--- src/rtl/prefetch_fifo_pkg.sv ---
package prefetch_fifo_pkg;

   // Index width that never collapses to zero for single-entry structures.
   function automatic int unsigned idx_width(input int unsigned entries);
      return (entries > 1) ? $clog2(entries) : 1;
   endfunction

   // Which path feeds the head word this cycle.
   typedef enum logic {
      HEAD_FROM_RAM = 1'b0,
      HEAD_FROM_AUX = 1'b1
   } head_src_e;

endpackage

--- src/rtl/sync_ram_2p.sv ---
module sync_ram_2p #(
   parameter int unsigned DATA_W = 32,
   parameter int unsigned DEPTH  = 8,
   localparam int unsigned AW    = prefetch_fifo_pkg::idx_width(DEPTH)
) (
   input  logic              clk_i,
   input  logic              wr_en_i,
   input  logic [AW-1:0]     wr_addr_i,
   input  logic [DATA_W-1:0] wr_data_i,
   input  logic [AW-1:0]     rd_addr_i,
   output logic [DATA_W-1:0] rd_data_o
);

   logic [DATA_W-1:0] mem_q [DEPTH];
   logic [DATA_W-1:0] rd_q;

   // Write port: one word per cycle.
   always_ff @(posedge clk_i) begin
      if (wr_en_i) begin
         mem_q[wr_addr_i] <= wr_data_i;
      end
   end

   // Registered read port: the word appears one clock after its address.
   // A read and a write to the same address return the old contents.
   always_ff @(posedge clk_i) begin
      rd_q <= mem_q[rd_addr_i];
   end

   assign rd_data_o = rd_q;

endmodule

--- src/rtl/fifo_ptr_ctrl.sv ---
module fifo_ptr_ctrl #(
   parameter int unsigned DEPTH  = 8,
   localparam int unsigned AW    = prefetch_fifo_pkg::idx_width(DEPTH),
   localparam int unsigned CNT_W = $clog2(DEPTH + 1)
) (
   input  logic             clk_i,
   input  logic             rst_ni,
   input  logic             flush_i,
   input  logic             push_req_i,
   input  logic             pop_req_i,
   output logic             push_ok_o,
   output logic             pop_ok_o,
   output logic [AW-1:0]    wr_ptr_o,
   output logic [AW-1:0]    rd_addr_o,
   output logic [CNT_W-1:0] count_o,
   output logic             full_o,
   output logic             empty_o
);

   localparam logic [CNT_W-1:0] CNT_FULL = CNT_W'(DEPTH);
   localparam logic [AW-1:0]    PTR_LAST = AW'(DEPTH - 1);
   localparam bit               IS_POW2  = ((DEPTH & (DEPTH - 1)) == 0);

   logic [AW-1:0]    wr_ptr_q, rd_ptr_q;
   logic [AW-1:0]    wr_ptr_inc, rd_ptr_inc;
   logic [CNT_W-1:0] count_q, count_d;

   // Pointer advance: a power-of-two depth wraps by overflow, any other
   // depth needs an explicit compare against the last index.
   generate
      if (IS_POW2) begin : g_wrap_natural
         always_comb begin
            wr_ptr_inc = wr_ptr_q + 1'b1;
            rd_ptr_inc = rd_ptr_q + 1'b1;
         end
      end else begin : g_wrap_compare
         always_comb begin
            wr_ptr_inc = (wr_ptr_q == PTR_LAST) ? '0 : wr_ptr_q + 1'b1;
            rd_ptr_inc = (rd_ptr_q == PTR_LAST) ? '0 : rd_ptr_q + 1'b1;
         end
      end
   endgenerate

   assign full_o    = (count_q == CNT_FULL);
   assign empty_o   = (count_q == '0);
   assign push_ok_o = push_req_i && !full_o && !flush_i;
   assign pop_ok_o  = pop_req_i && !empty_o && !flush_i;

   // The address is always known ahead: after a pop it is the following slot.
   assign rd_addr_o = pop_ok_o ? rd_ptr_inc : rd_ptr_q;

   always_comb begin
      count_d = count_q;
      unique case ({push_ok_o, pop_ok_o})
         2'b10:   count_d = count_q + 1'b1;
         2'b01:   count_d = count_q - 1'b1;
         default: count_d = count_q;
      endcase
   end

   always_ff @(posedge clk_i or negedge rst_ni) begin
      if (!rst_ni) begin
         wr_ptr_q <= '0;
         rd_ptr_q <= '0;
         count_q  <= '0;
      end else if (flush_i) begin
         wr_ptr_q <= '0;
         rd_ptr_q <= '0;
         count_q  <= '0;
      end else begin
         if (push_ok_o) wr_ptr_q <= wr_ptr_inc;
         if (pop_ok_o)  rd_ptr_q <= rd_ptr_inc;
         count_q <= count_d;
      end
   end

   assign wr_ptr_o = wr_ptr_q;
   assign count_o  = count_q;

endmodule

--- src/rtl/head_bypass.sv ---
module head_bypass #(
   parameter int unsigned DATA_W = 32,
   parameter int unsigned DEPTH  = 8,
   localparam int unsigned AW    = prefetch_fifo_pkg::idx_width(DEPTH)
) (
   input  logic              clk_i,
   input  logic              rst_ni,
   input  logic              flush_i,
   input  logic              push_ok_i,
   input  logic [AW-1:0]     wr_ptr_i,
   input  logic [AW-1:0]     rd_addr_i,
   input  logic [DATA_W-1:0] wdata_i,
   input  logic [DATA_W-1:0] ram_data_i,
   output logic [DATA_W-1:0] head_o
);

   import prefetch_fifo_pkg::*;

   logic              aux_load;
   logic [DATA_W-1:0] aux_q;
   head_src_e         src_q;

   // The word written this cycle is also the one being fetched: memory
   // would return stale contents, so keep a private copy for one cycle.
   assign aux_load = push_ok_i && (wr_ptr_i == rd_addr_i);

   always_ff @(posedge clk_i or negedge rst_ni) begin
      if (!rst_ni) begin
         src_q <= HEAD_FROM_RAM;
      end else if (flush_i) begin
         src_q <= HEAD_FROM_RAM;
      end else begin
         src_q <= aux_load ? HEAD_FROM_AUX : HEAD_FROM_RAM;
      end
   end

   always_ff @(posedge clk_i or negedge rst_ni) begin
      if (!rst_ni) begin
         aux_q <= '0;
      end else if (aux_load) begin
         aux_q <= wdata_i;
      end
   end

   always_comb begin
      unique case (src_q)
         HEAD_FROM_AUX: head_o = aux_q;
         default:       head_o = ram_data_i;
      endcase
   end

endmodule

--- src/rtl/prefetch_fifo.sv ---
module prefetch_fifo #(
   parameter int unsigned DATA_W = 32,
   parameter int unsigned DEPTH  = 8,
   localparam int unsigned AW    = prefetch_fifo_pkg::idx_width(DEPTH),
   localparam int unsigned CNT_W = $clog2(DEPTH + 1)
) (
   input  logic              clk_i,
   input  logic              rst_ni,
   input  logic              flush_i,
   input  logic              push_i,
   input  logic [DATA_W-1:0] wdata_i,
   output logic              full_o,
   input  logic              pop_i,
   output logic [DATA_W-1:0] rdata_o,
   output logic              empty_o,
   output logic [CNT_W-1:0]  count_o
);

   // Elaboration-time parameter checks.
   if (DEPTH < 2) begin : g_bad_depth
      $error("prefetch_fifo: DEPTH must be at least 2");
   end
   if (DATA_W < 1) begin : g_bad_width
      $error("prefetch_fifo: DATA_W must be at least 1");
   end

   logic              push_ok, pop_ok;
   logic [AW-1:0]     wr_ptr, rd_addr;
   logic [DATA_W-1:0] ram_rdata;

   fifo_ptr_ctrl #(
      .DEPTH (DEPTH)
   ) u_ctrl (
      .clk_i      (clk_i),
      .rst_ni     (rst_ni),
      .flush_i    (flush_i),
      .push_req_i (push_i),
      .pop_req_i  (pop_i),
      .push_ok_o  (push_ok),
      .pop_ok_o   (pop_ok),
      .wr_ptr_o   (wr_ptr),
      .rd_addr_o  (rd_addr),
      .count_o    (count_o),
      .full_o     (full_o),
      .empty_o    (empty_o)
   );

   sync_ram_2p #(
      .DATA_W (DATA_W),
      .DEPTH  (DEPTH)
   ) u_ram (
      .clk_i     (clk_i),
      .wr_en_i   (push_ok),
      .wr_addr_i (wr_ptr),
      .wr_data_i (wdata_i),
      .rd_addr_i (rd_addr),
      .rd_data_o (ram_rdata)
   );

   head_bypass #(
      .DATA_W (DATA_W),
      .DEPTH  (DEPTH)
   ) u_head (
      .clk_i      (clk_i),
      .rst_ni     (rst_ni),
      .flush_i    (flush_i),
      .push_ok_i  (push_ok),
      .wr_ptr_i   (wr_ptr),
      .rd_addr_i  (rd_addr),
      .wdata_i    (wdata_i),
      .ram_data_i (ram_rdata),
      .head_o     (rdata_o)
   );

endmodule

--- config.mk ---
export PLATFORM = sky130hd
export DESIGN_NAME = prefetch_fifo
export DESIGN_NICKNAME = d
export VERILOG_FILES = /design/src/rtl/prefetch_fifo_pkg.sv /design/src/rtl/sync_ram_2p.sv /design/src/rtl/fifo_ptr_ctrl.sv /design/src/rtl/head_bypass.sv /design/src/rtl/prefetch_fifo.sv
export SDC_FILE = /design/constraint.sdc
export NUM_CORES = 1
export LEC_CHECK = 0
export BUFFER_PORTS_ARGS = -buffer_cell sky130_fd_sc_hd__buf_2
export CELL_PAD_IN_SITES_DETAIL_PLACEMENT = 1
export CELL_PAD_IN_SITES_GLOBAL_PLACEMENT = 1
export CORE_ASPECT_RATIO = 1.75
export CORE_MARGIN = 2
export CORE_UTILIZATION = 56
export CTS_BUF_LIST = sky130_fd_sc_hd__clkbuf_16
export DETAILED_ROUTE_END_ITERATION = 6
export PLACE_DENSITY = 0.95
export SETUP_SLACK_MARGIN = 0.1
export SYNTH_ARGS = -nofsm -noshare
export SYNTH_HDL_FRONTEND = slang
export SYNTH_SLANG_ARGS = --single-unit
export TNS_END_PERCENT = 30
--- constraint.sdc ---
create_clock -name clk_i -period 8.2 [get_ports clk_i]
set_input_delay 1.64 -clock clk_i [delete_from_list [all_inputs] [get_ports clk_i]]
set_output_delay 1.64 -clock clk_i [all_outputs]
set_load 0.01 [all_outputs]
Yosys cells after proc, flatten, opt, wreduce, memory -nomap -nowiden --
Memories as Yosys holds them, arrays and structs flattened. A register that Yosys moved wholly into a read port is not among the register bits. Cells that the tools add are included. W data, S select, Z words.
Cells by class: mux-type cells 11, reduce and logical (&&, ||, !) cells 11, magnitude comparators 0, bitwise operators 0, add/subtract/negate cells 4, eq/ne operators 4, shift operators 0, $mul 0, div/mod/pow operators 0
Operator list (count):
- $mux W32 | 1
- $mux W3 | 4
- $pmux W4 S2 | 1
- $add A3 B1 Y3 const B | 2
- $logic_and A1 B1 Y1 | 5
- $add A4 B1 Y4 const B | 1
- $eq A4 B4 Y1 const B | 1
- $logic_not A4 Y1 | 1
- $mux W1 | 4
- $mux W4 | 1
- $sub A4 B1 Y4 const B | 1
- $eq A3 B3 Y1 | 1
- $logic_not A1 Y1 | 3
- $reduce_bool A3 Y1 | 1
- $eq A2 B1 Y1 const B | 1
- $eq A2 B2 Y1 const B | 1
- $reduce_bool A2 Y1 | 1
Storage, ports and cells: output and inout bits 38, memories 1, bits in writable memories 256, logic and storage cells 36, bits in read-only memories 0, flip-flop bits (word level) 43, bits in latches 0
Memory list:
- u_ram.mem_q | words 8, bits a word 32, rd ports 1, clocked after Yosys merged registers in 1, wr ports 1, line sync_ram_2p.sv:14 | logic [DATA_W-1:0] mem_q [DEPTH];

Depth between registers and ports, before layout --
Gate-level depths: netlist (run 1).
depth in word-level cells 9, depth in mapped cells 10, depth with buffers taken out 9

Modules after synthesis --
From an unflattened synthesis (run 1), not the netlist that was laid out.
Second synthesis, totals: cell total of the unflattened synthesis 591, area, all modules 12921.1 sq um
Modules (own cells, without submodules):
- sync_ram_2p | times used 1, area an instance 10466.3 sq um, cells an instance 415, sequential area each 8328.0 sq um
- head_bypass | times used 1, area an instance 1750.4 sq um, cells an instance 109, sequential area each 825.8 sq um
- fifo_ptr_ctrl | times used 1, area an instance 704.4 sq um, cells an instance 67, sequential area each 250.2 sq um

Least setup slack after synthesis (run 1) --
Ideal clock, no wire load.
kind in2reg, from input push_i, to memory u_ram.mem_q[0][0] (enable), slack 2293 ps, stages on the path 4, library setup time 501 ps, buffers on the path 1, data arrival time 5405 ps, cells stage by stage clkbuf_1 > nand2_2 > or2_2 > nor4_1
On the way: longest elaborated chain between the ends 4
RTL lines:
- from (decl) | line prefetch_fifo.sv:10 | input logic push_i,
- $logic_and A1 B1 Y1 (2 in series) | line fifo_ptr_ctrl.sv:46 | assign push_ok_o = push_req_i && !full_o && !flush_i;
- $mux W1 | line sync_ram_2p.sv:19 | if (wr_en_i) begin
- $mux W1 (not written as such) | line sync_ram_2p.sv:20 | mem_q[wr_addr_i] <= wr_data_i;
- to (decl) | line sync_ram_2p.sv:14
No other way between the ends.

Worst setup path in the final report (run 1) --
from input flush_i, to register u_head.aux_q[7]
On the way: longest elaborated chain between the ends 5, elaborated cells between the ends (all ways) 6
RTL lines:
- from (decl) | line prefetch_fifo.sv:9 | input logic flush_i,
- $logic_not A1 Y1 * | line fifo_ptr_ctrl.sv:46, fifo_ptr_ctrl.sv:47
- $logic_and A1 B1 Y1 | line fifo_ptr_ctrl.sv:47 | assign pop_ok_o = pop_req_i && !empty_o && !flush_i;
- $mux W3 | line fifo_ptr_ctrl.sv:50 | assign rd_addr_o = pop_ok_o ? rd_ptr_inc : rd_ptr_q;
- $eq A3 B3 Y1 | line head_bypass.sv:25 | assign aux_load = push_ok_i && (wr_ptr_i == rd_addr_i);
- $logic_and A1 B1 Y1 * | line head_bypass.sv:25
- to (signal assigned) | line head_bypass.sv:41 | aux_q <= wdata_i;
- to (decl) | line head_bypass.sv:20 | logic [DATA_W-1:0] aux_q;
Every way passes the cells marked *; elsewhere a longest branch is shown, timed or not. A chain may end at the register's enable or synchronous reset.

==> metrics.md, run 1 <==
| Metric | Value |
|---|---|
| Most common cell after layout, fill and taps aside | `mux2i_1` |
| Worst-path clk slew | `0.06 ns` |
| Hold-fix buffers, CTS | `0` |
| Pwr dens | `288.1 nW/um^2` |
| Max-slew violation count | `0` |
| Crit path launch type | `input pin` |
| 1st-iter DRT viols | `796` |
| Final period utilization | `52.45%` |
| Clk_skew | `0.02387 ns` |
| Mapped Area | `14790 sq um` |
| # fillers | `2391` |
| Total track usage | `28.60%` |
| Ys Warns | `0` |
| Number of global-route vias before repair | `10530` |
| Reg-to-Reg Start | `u_ctrl.rd_ptr_q[0]` |
| Slowest stage delay, CP | `0.67 ns` |
| Max_slew headroom | `27.11%` |
| Achievable clock frequency | `232.5 MHz` |
| Clock Sinks | `331` |
| RSZ-0062 raised after global routing | `false` |
| Mapped Cells | `1025` |
| Setup crit start | `flush_i` |
| Row count | `78` |
| CTS max path bufs | `3` |
| Critical-path maximum fanout | `66` |
| Syn Area/Cell | `14.43 sq um` |
| Initial Util | `56.98%` |
| Die ar. | `27780 sq um` |
| Vias per cell | `6.715` |
| I/O pins | `75` |
| Antenna Cells | `0` |
| Critical Path, Cell by Cell | `buf_2, nand2b_1, or3b_2, buf_4, nand2_1, xnor2_2, nand3_2, buf_4, mux2_1` |
| Multi-input logic area | `5146 sq um` |
| DRT Pass-1 Iters | `5` |
| Commonest non-fill, non-tap cells in the layout | `259 x mux2i_1, 256 x edfxtp_1, 129 x o22ai_1` |
| Seq cells post-synth | `331` |
| Worst hold path type | `flip-flop to flip-flop` |
| DRC | `0` |
| CP required | `8.64 ns` |
| Worst path most repeated cell | `buf_4` |
| Worst hold start | `u_head.aux_q[26]` |
| Clk_lat worst skew | `0.58 ns` |
| Status | `complete, no violations` |
| GRT overflow | `0` |
| RD Place Congestion | `0.7284` |
| Nets@finish | `1111` |
| Worst slew pin tran | `1.093 ns` |
| Max Cap Viol | `0` |
| Max IR drop VDD | `0.0002831 V` |
| Yosys cell types | `43` |
| Total negative slack | `0 ns` |
| Syn Nets | `1066` |
| Cts repair resizes | `0` |
| Sequential cell area | `9409 sq um` |
| Crit path kind | `input pin to flip-flop` |
| Seq/Total Area, Yosys | `63.57%` |
| Dpl cells | `1358` |
| Initial antenna violation count | `0` |
| Synthesis-to-layout area growth | `10.80%` |
| Setup Viol. Count Final | `0` |
| Final WL | `39660 um` |
| Worst path top cell family by delay | `buffers and inverters` |
| Via Count | `9489` |
| Wire per inst | `28.07 um` |
| Setup Fix Bufs, Post-CTS | `0` |
| Critical path buffers and inverters | `3` |
| Largest net degree at the start of global routing | `145` |
| Static Leak | `0.005436 uW` |
| CTS tree | `done` |
| Data arrival time of the critical path | `4.74 ns` |
| Fin. Hold Viols | `0` |
| Die Span X | `126.9 um` |
| Minimum clock period | `4.301 ns` |
| Critical-path top delay cell | `buf_4` |
| First-pass GRT wire length | `61030 um` |
| Die Height | `219.0 um` |
| Remaining antenna violation count | `0` |
| Fraction of final layout cells sized beyond drive strength 1 | `17.84%` |
| H-tree Lvls | `1` |
| IO Port Bufs | `74` |
| CTS root buffer | `clkbuf_16` |
| Post-DP HPWL | `20670 um` |
| Finished Layout Cells | `1413` |
| Core box area | `25960 sq um` |
| TritonCTS buffer count | `30` |
| Endpoint class of the critical path | `flip-flop` |
-- synthesized netlist by cell type, drive strengths merged --
master | count | area, sq um
mux2i | 259 | 2592
edfxtp | 256 | 7687
o22ai | 129 | 807.0
mux2 | 64 | 758.2
nor2 | 47 | 178.9
dfrtp | 43 | 1076
clkbuf | 42 | 157.7
nor3 | 36 | 180.2
a21oi | 35 | 175.2
buf | 34 | 160.2
dfxtp | 32 | 640.6
xnor2 | 7 | 68.82
nand2 | 5 | 21.27
ha | 4 | 50.05
nand2b | 4 | 25.02
xor2 | 4 | 35.03
inv | 3 | 11.26
a211oi | 2 | 15.01
nor4 | 2 | 27.53
o31ai | 2 | 15.01
or2 | 2 | 12.52
a22oi | 1 | 7.510
a31oi | 1 | 6.260
and2 | 1 | 6.260
and3 | 1 | 6.260
nand3 | 1 | 10.01
nand4 | 1 | 6.260
nor3b | 1 | 7.510
o211ai | 1 | 7.510
o21ai | 1 | 5.000
o311a | 1 | 10.01
or3 | 1 | 6.260
or3b | 1 | 8.760
or4b | 1 | 10.01
-- area by class of cell --
cell class	count	share of cell area [%]
clock buffers	31	4.733
clock inverters	24	0.9313
inverters	3	0.06870
multi-input cells	615	31.40
flip-flops and latches	331	57.40
well taps	320	2.443
repair buffers	89	3.023
-- per-stage QoR --
stage | power (uW) | util, % | area [sq um] | setup WS, ns | hold WS (ns)
floorplan | 3006 | - | 14790 | 2.293 | 0.4585
global placement | 3291 | 59.56 | 15460 | 3.416 | 0.4678
detailed placement | 3376 | 59.56 | 15460 | 3.204 | 0.4810
CTS | 4742 | 63.14 | 16390 | 3.888 | 0.4948
global route | 4902 | 63.14 | 16390 | 3.665 | 0.5206
finish | 4721 | 63.14 | 16390 | 3.899 | 0.4935
-- final timing paths --
path                       slack, ns  cells after the start                 end
max                             3.90                      9     u_head.aux_q[7]
min                             0.49                      1    u_head.aux_q[26]
max reg2reg                     3.97                      8     u_head.aux_q[7]
min reg2reg                     0.49                      1    u_head.aux_q[26]
max in group asynchronous       6.42                      2  u_ctrl.rd_ptr_q[0]
min in group asynchronous       1.20                      2    u_head.aux_q[16]
-- power by group --
part	total [uW]	switching (uW)	internal, uW
clock network	1360	614	741
logic	1200	635	565
registers	2170	168	2000
-- routing by layer --
layer	track usage, %	wire (um)	vias up	share of wire (%)
met5	0	0	-	0
met4	11.32	1221	0	3.1
met3	3.876	2439	88	6.2
met2	51.51	20960	423	53
met1	34.64	15030	4882	38
li1	-	-	4096	-
-- cells by family after synthesis --
| logic type | after synthesis | share of synthesized area [%] |
|---|---|---|
| mux | 323 | 22.65 |
| compound gates | 173 | 7.088 |
| flops | 331 | 63.57 |
| simple gates | 104 | 3.426 |
| xor+xnor | 11 | 0.7020 |
| buf+inv | 79 | 2.224 |
| fa+ha+maj | 4 | 0.3383 |
-- flip-flops by register name, indices dropped and copies added, names as in the netlist --
register	count
u_ram.mem_q	256
u_ram.rd_data_o	32
u_ctrl.count_o	4
u_head.src_q	1
u_ctrl.wr_ptr_o	3
u_ctrl.rd_ptr_q	3
u_head.aux_q	32
No activity file was read; power rests on OpenSTA's default activity.
==> inputs of run 2 (changes only) <==
--- a/config.mk
+++ b/config.mk
@@ -10,10 +10,10 @@
 export CELL_PAD_IN_SITES_GLOBAL_PLACEMENT = 1
 export CORE_ASPECT_RATIO = 1.75
 export CORE_MARGIN = 2
-export CORE_UTILIZATION = 56
+export CORE_UTILIZATION = 47
 export CTS_BUF_LIST = sky130_fd_sc_hd__clkbuf_16
 export DETAILED_ROUTE_END_ITERATION = 6
-export PLACE_DENSITY = 0.95
+export PLACE_DENSITY = 0.86
 export SETUP_SLACK_MARGIN = 0.1
 export SYNTH_ARGS = -nofsm -noshare
 export SYNTH_HDL_FRONTEND = slang
==> constraint.sdc (replaced) <==
create_clock -name clk_i -period 3.6 [get_ports clk_i]
set_input_delay 0.72 -clock clk_i [delete_from_list [all_inputs] [get_ports clk_i]]
set_output_delay 0.72 -clock clk_i [all_outputs]
set_load 0.01 [all_outputs]
==> metrics.md, run 2 (same netlist as run 1, synthesis figures left out) <==
| Metric | Value |
|---|---|
| Stages on worst setup path | `2` |
| Minimum clock period | `2.966 ns` |
| Setup Viol. Count Final | `0` |
| IO Port Bufs | `74` |
| RD Place Congestion | `0.7243` |
| Final WL | `38240 um` |
| Row count | `86` |
| Status | `complete, no violations` |
| Total track usage | `22.89%` |
| GRT overflow | `0` |
| Clock Sinks | `331` |
| CTS tree | `done` |
| Max_slew headroom | `28.11%` |
| First-pass GRT wire length | `59110 um` |
| Initial Util | `47.41%` |
| 1st-iter DRT viols | `680` |
| Worst path top cell family by delay | `flip-flops` |
| Worst hold path type | `input pin to asynchronous set/reset pin` |
| Worst hold slack | `0.2729 ns` |
| I/O pins | `75` |
| Worst-path clk slew | `0.07 ns` |
| Antenna Cells | `0` |
| Critical path buffers and inverters | `1` |
| Post-DP HPWL | `20070 um` |
| Hold-fix buffers, CTS | `0` |
| DRC | `0` |
| Remaining antenna violation count | `0` |
| Fin. Hold Viols | `0` |
| DRT Pass-1 Iters | `5` |
| Pwr dens | `647.5 nW/um^2` |
| Max-slew violation count | `0` |
| Most common cell after layout, fill and taps aside | `mux2i_1` |
| Slowest stage delay, CP | `1.08 ns` |
| Top reg by flops | `u_ram.mem_q` |
| Vias per cell | `6.227` |
| Initial antenna violation count | `0` |
| CP required | `2.88 ns` |
| CTS max path bufs | `3` |
| Wire per inst | `25.68 um` |
| TritonCTS buffer count | `28` |
| Fraction of final layout cells sized beyond drive strength 1 | `18.21%` |
| Crit path kind | `flip-flop to output pin` |
| Critical-path maximum fanout | `32` |
| Number of global-route vias before repair | `10440` |
| Pwr Total | `10730 uW` |
| Die Height | `238.7 um` |
| Commonest non-fill, non-tap cells in the layout | `259 x mux2i_1, 256 x edfxtp_1, 129 x o22ai_1` |
| Post-Layout Inst Area | `16570 sq um` |
| Cts repair resizes | `0` |
| Largest register FFs | `256` |
| Via Count | `9272` |
| Core box area | `31200 sq um` |
| Die Span X | `138.1 um` |
| Setup Fix Bufs, Post-CTS | `0` |
| Data arrival time of the critical path | `2.25 ns` |
| Achievable clock frequency | `337.2 MHz` |
| Max Cap Viol | `0` |
| Synthesis-to-layout area growth | `12.02%` |
| Final period utilization | `82.38%` |
| Largest net degree at the start of global routing | `133` |
| Max IR drop VDD | `0.0004446 V` |
| Clk_lat worst skew | `0.56 ns` |
| Critical-path top delay cell | `dfrtp_2` |
| Crit path launch type | `flip-flop` |
| CTS root buffer | `clkbuf_16` |
| Die ar. | `32970 sq um` |
| RSZ-0062 raised after global routing | `false` |
| Total negative slack | `0 ns` |
| Placed Area | `15670 sq um` |
| # fillers | `3025` |
| Critical Path, Cell by Cell | `mux2_2, buf_2` |
| Endpoint class of the critical path | `output pin` |
| H-tree Lvls | `1` |
| Clk_skew | `0.009393 ns` |
| Worst R2R Path Depth | `9` |
| Nets@finish | `1113` |
| Worst slew pin tran | `1.078 ns` |
| Static Leak | `0.005453 uW` |
[run 2: changes by cell type in the layout (fill, tap and decap cells not counted)]
cell / before / now
buf_12: 1 / 7
inv_1: 13 / 7
buf_4: 14 / 12
clkbuf_16: 31 / 29
clkinv_1: 6 / 8
bufinv_16: 2 / 3
clkinv_4: 0 / 1
nor4_2: 1 / 0
nor4_4: 1 / 2
or2_2: 1 / 2
or2_4: 1 / 0
[run 2: final timing paths]
kind                                    from                  to  slack [ns]
max in group asynchronous             rst_ni    u_head.aux_q[10]        2.56
min reg2reg                 u_head.aux_q[28]    u_head.aux_q[28]        0.49
min                                   rst_ni        u_head.src_q        0.27
max                             u_head.src_q         rdata_o[21]        0.63
min in group clk_i               wdata_i[29]  u_ram.mem_q[0][29]        0.45
max reg2reg                u_ctrl.count_o[1]   u_ctrl.count_o[3]        0.70
[run 2: area by class of cell]
cell class	count	area (sq um)	area share (%)
sequential	331	9409	56.78
multi-input combinational	615	5152	31.09
clock buffer	29	725.7	4.379
timing repair buffer	93	600.6	3.624
tap	396	495.5	2.990
clock inverter	22	176.4	1.065
inverter	3	11.26	0.06796
[run 2: power by group]
| part | switching [uW] | internal (uW) |
|---|---|---|
| clock | 1370 | 1670 |
| sequential | 309 | 4550 |
| combinational | 1510 | 1320 |
| total | 3190 | 7540 |
[run 2: per-stage QoR]
| stage | std cells | utilization [%] | setup WS, ns |
|---|---|---|---|
| after detailed placement | 1438 | 50.21 | 0.5586 |
| after global routing | 1489 | 53.10 | 0.5692 |
| final | 1489 | 53.10 | 0.6342 |
| after CTS | 1489 | 53.10 | 0.5921 |
| after global placement | 1438 | 50.21 | 0.6551 |
| after floorplan | 1025 | - | -0.5380 |
[run 2: per-layer routing]
metal | track usage [%] | share of wire (%) | up-vias
met1 | 25.49 | 37 | 4790
met2 | 42.72 | 54 | 271
met4 | 11.87 | 4.5 | 0
met5 | 0 | 0 | -
met3 | 2.704 | 4.1 | 119
li1 | - | - | 4092
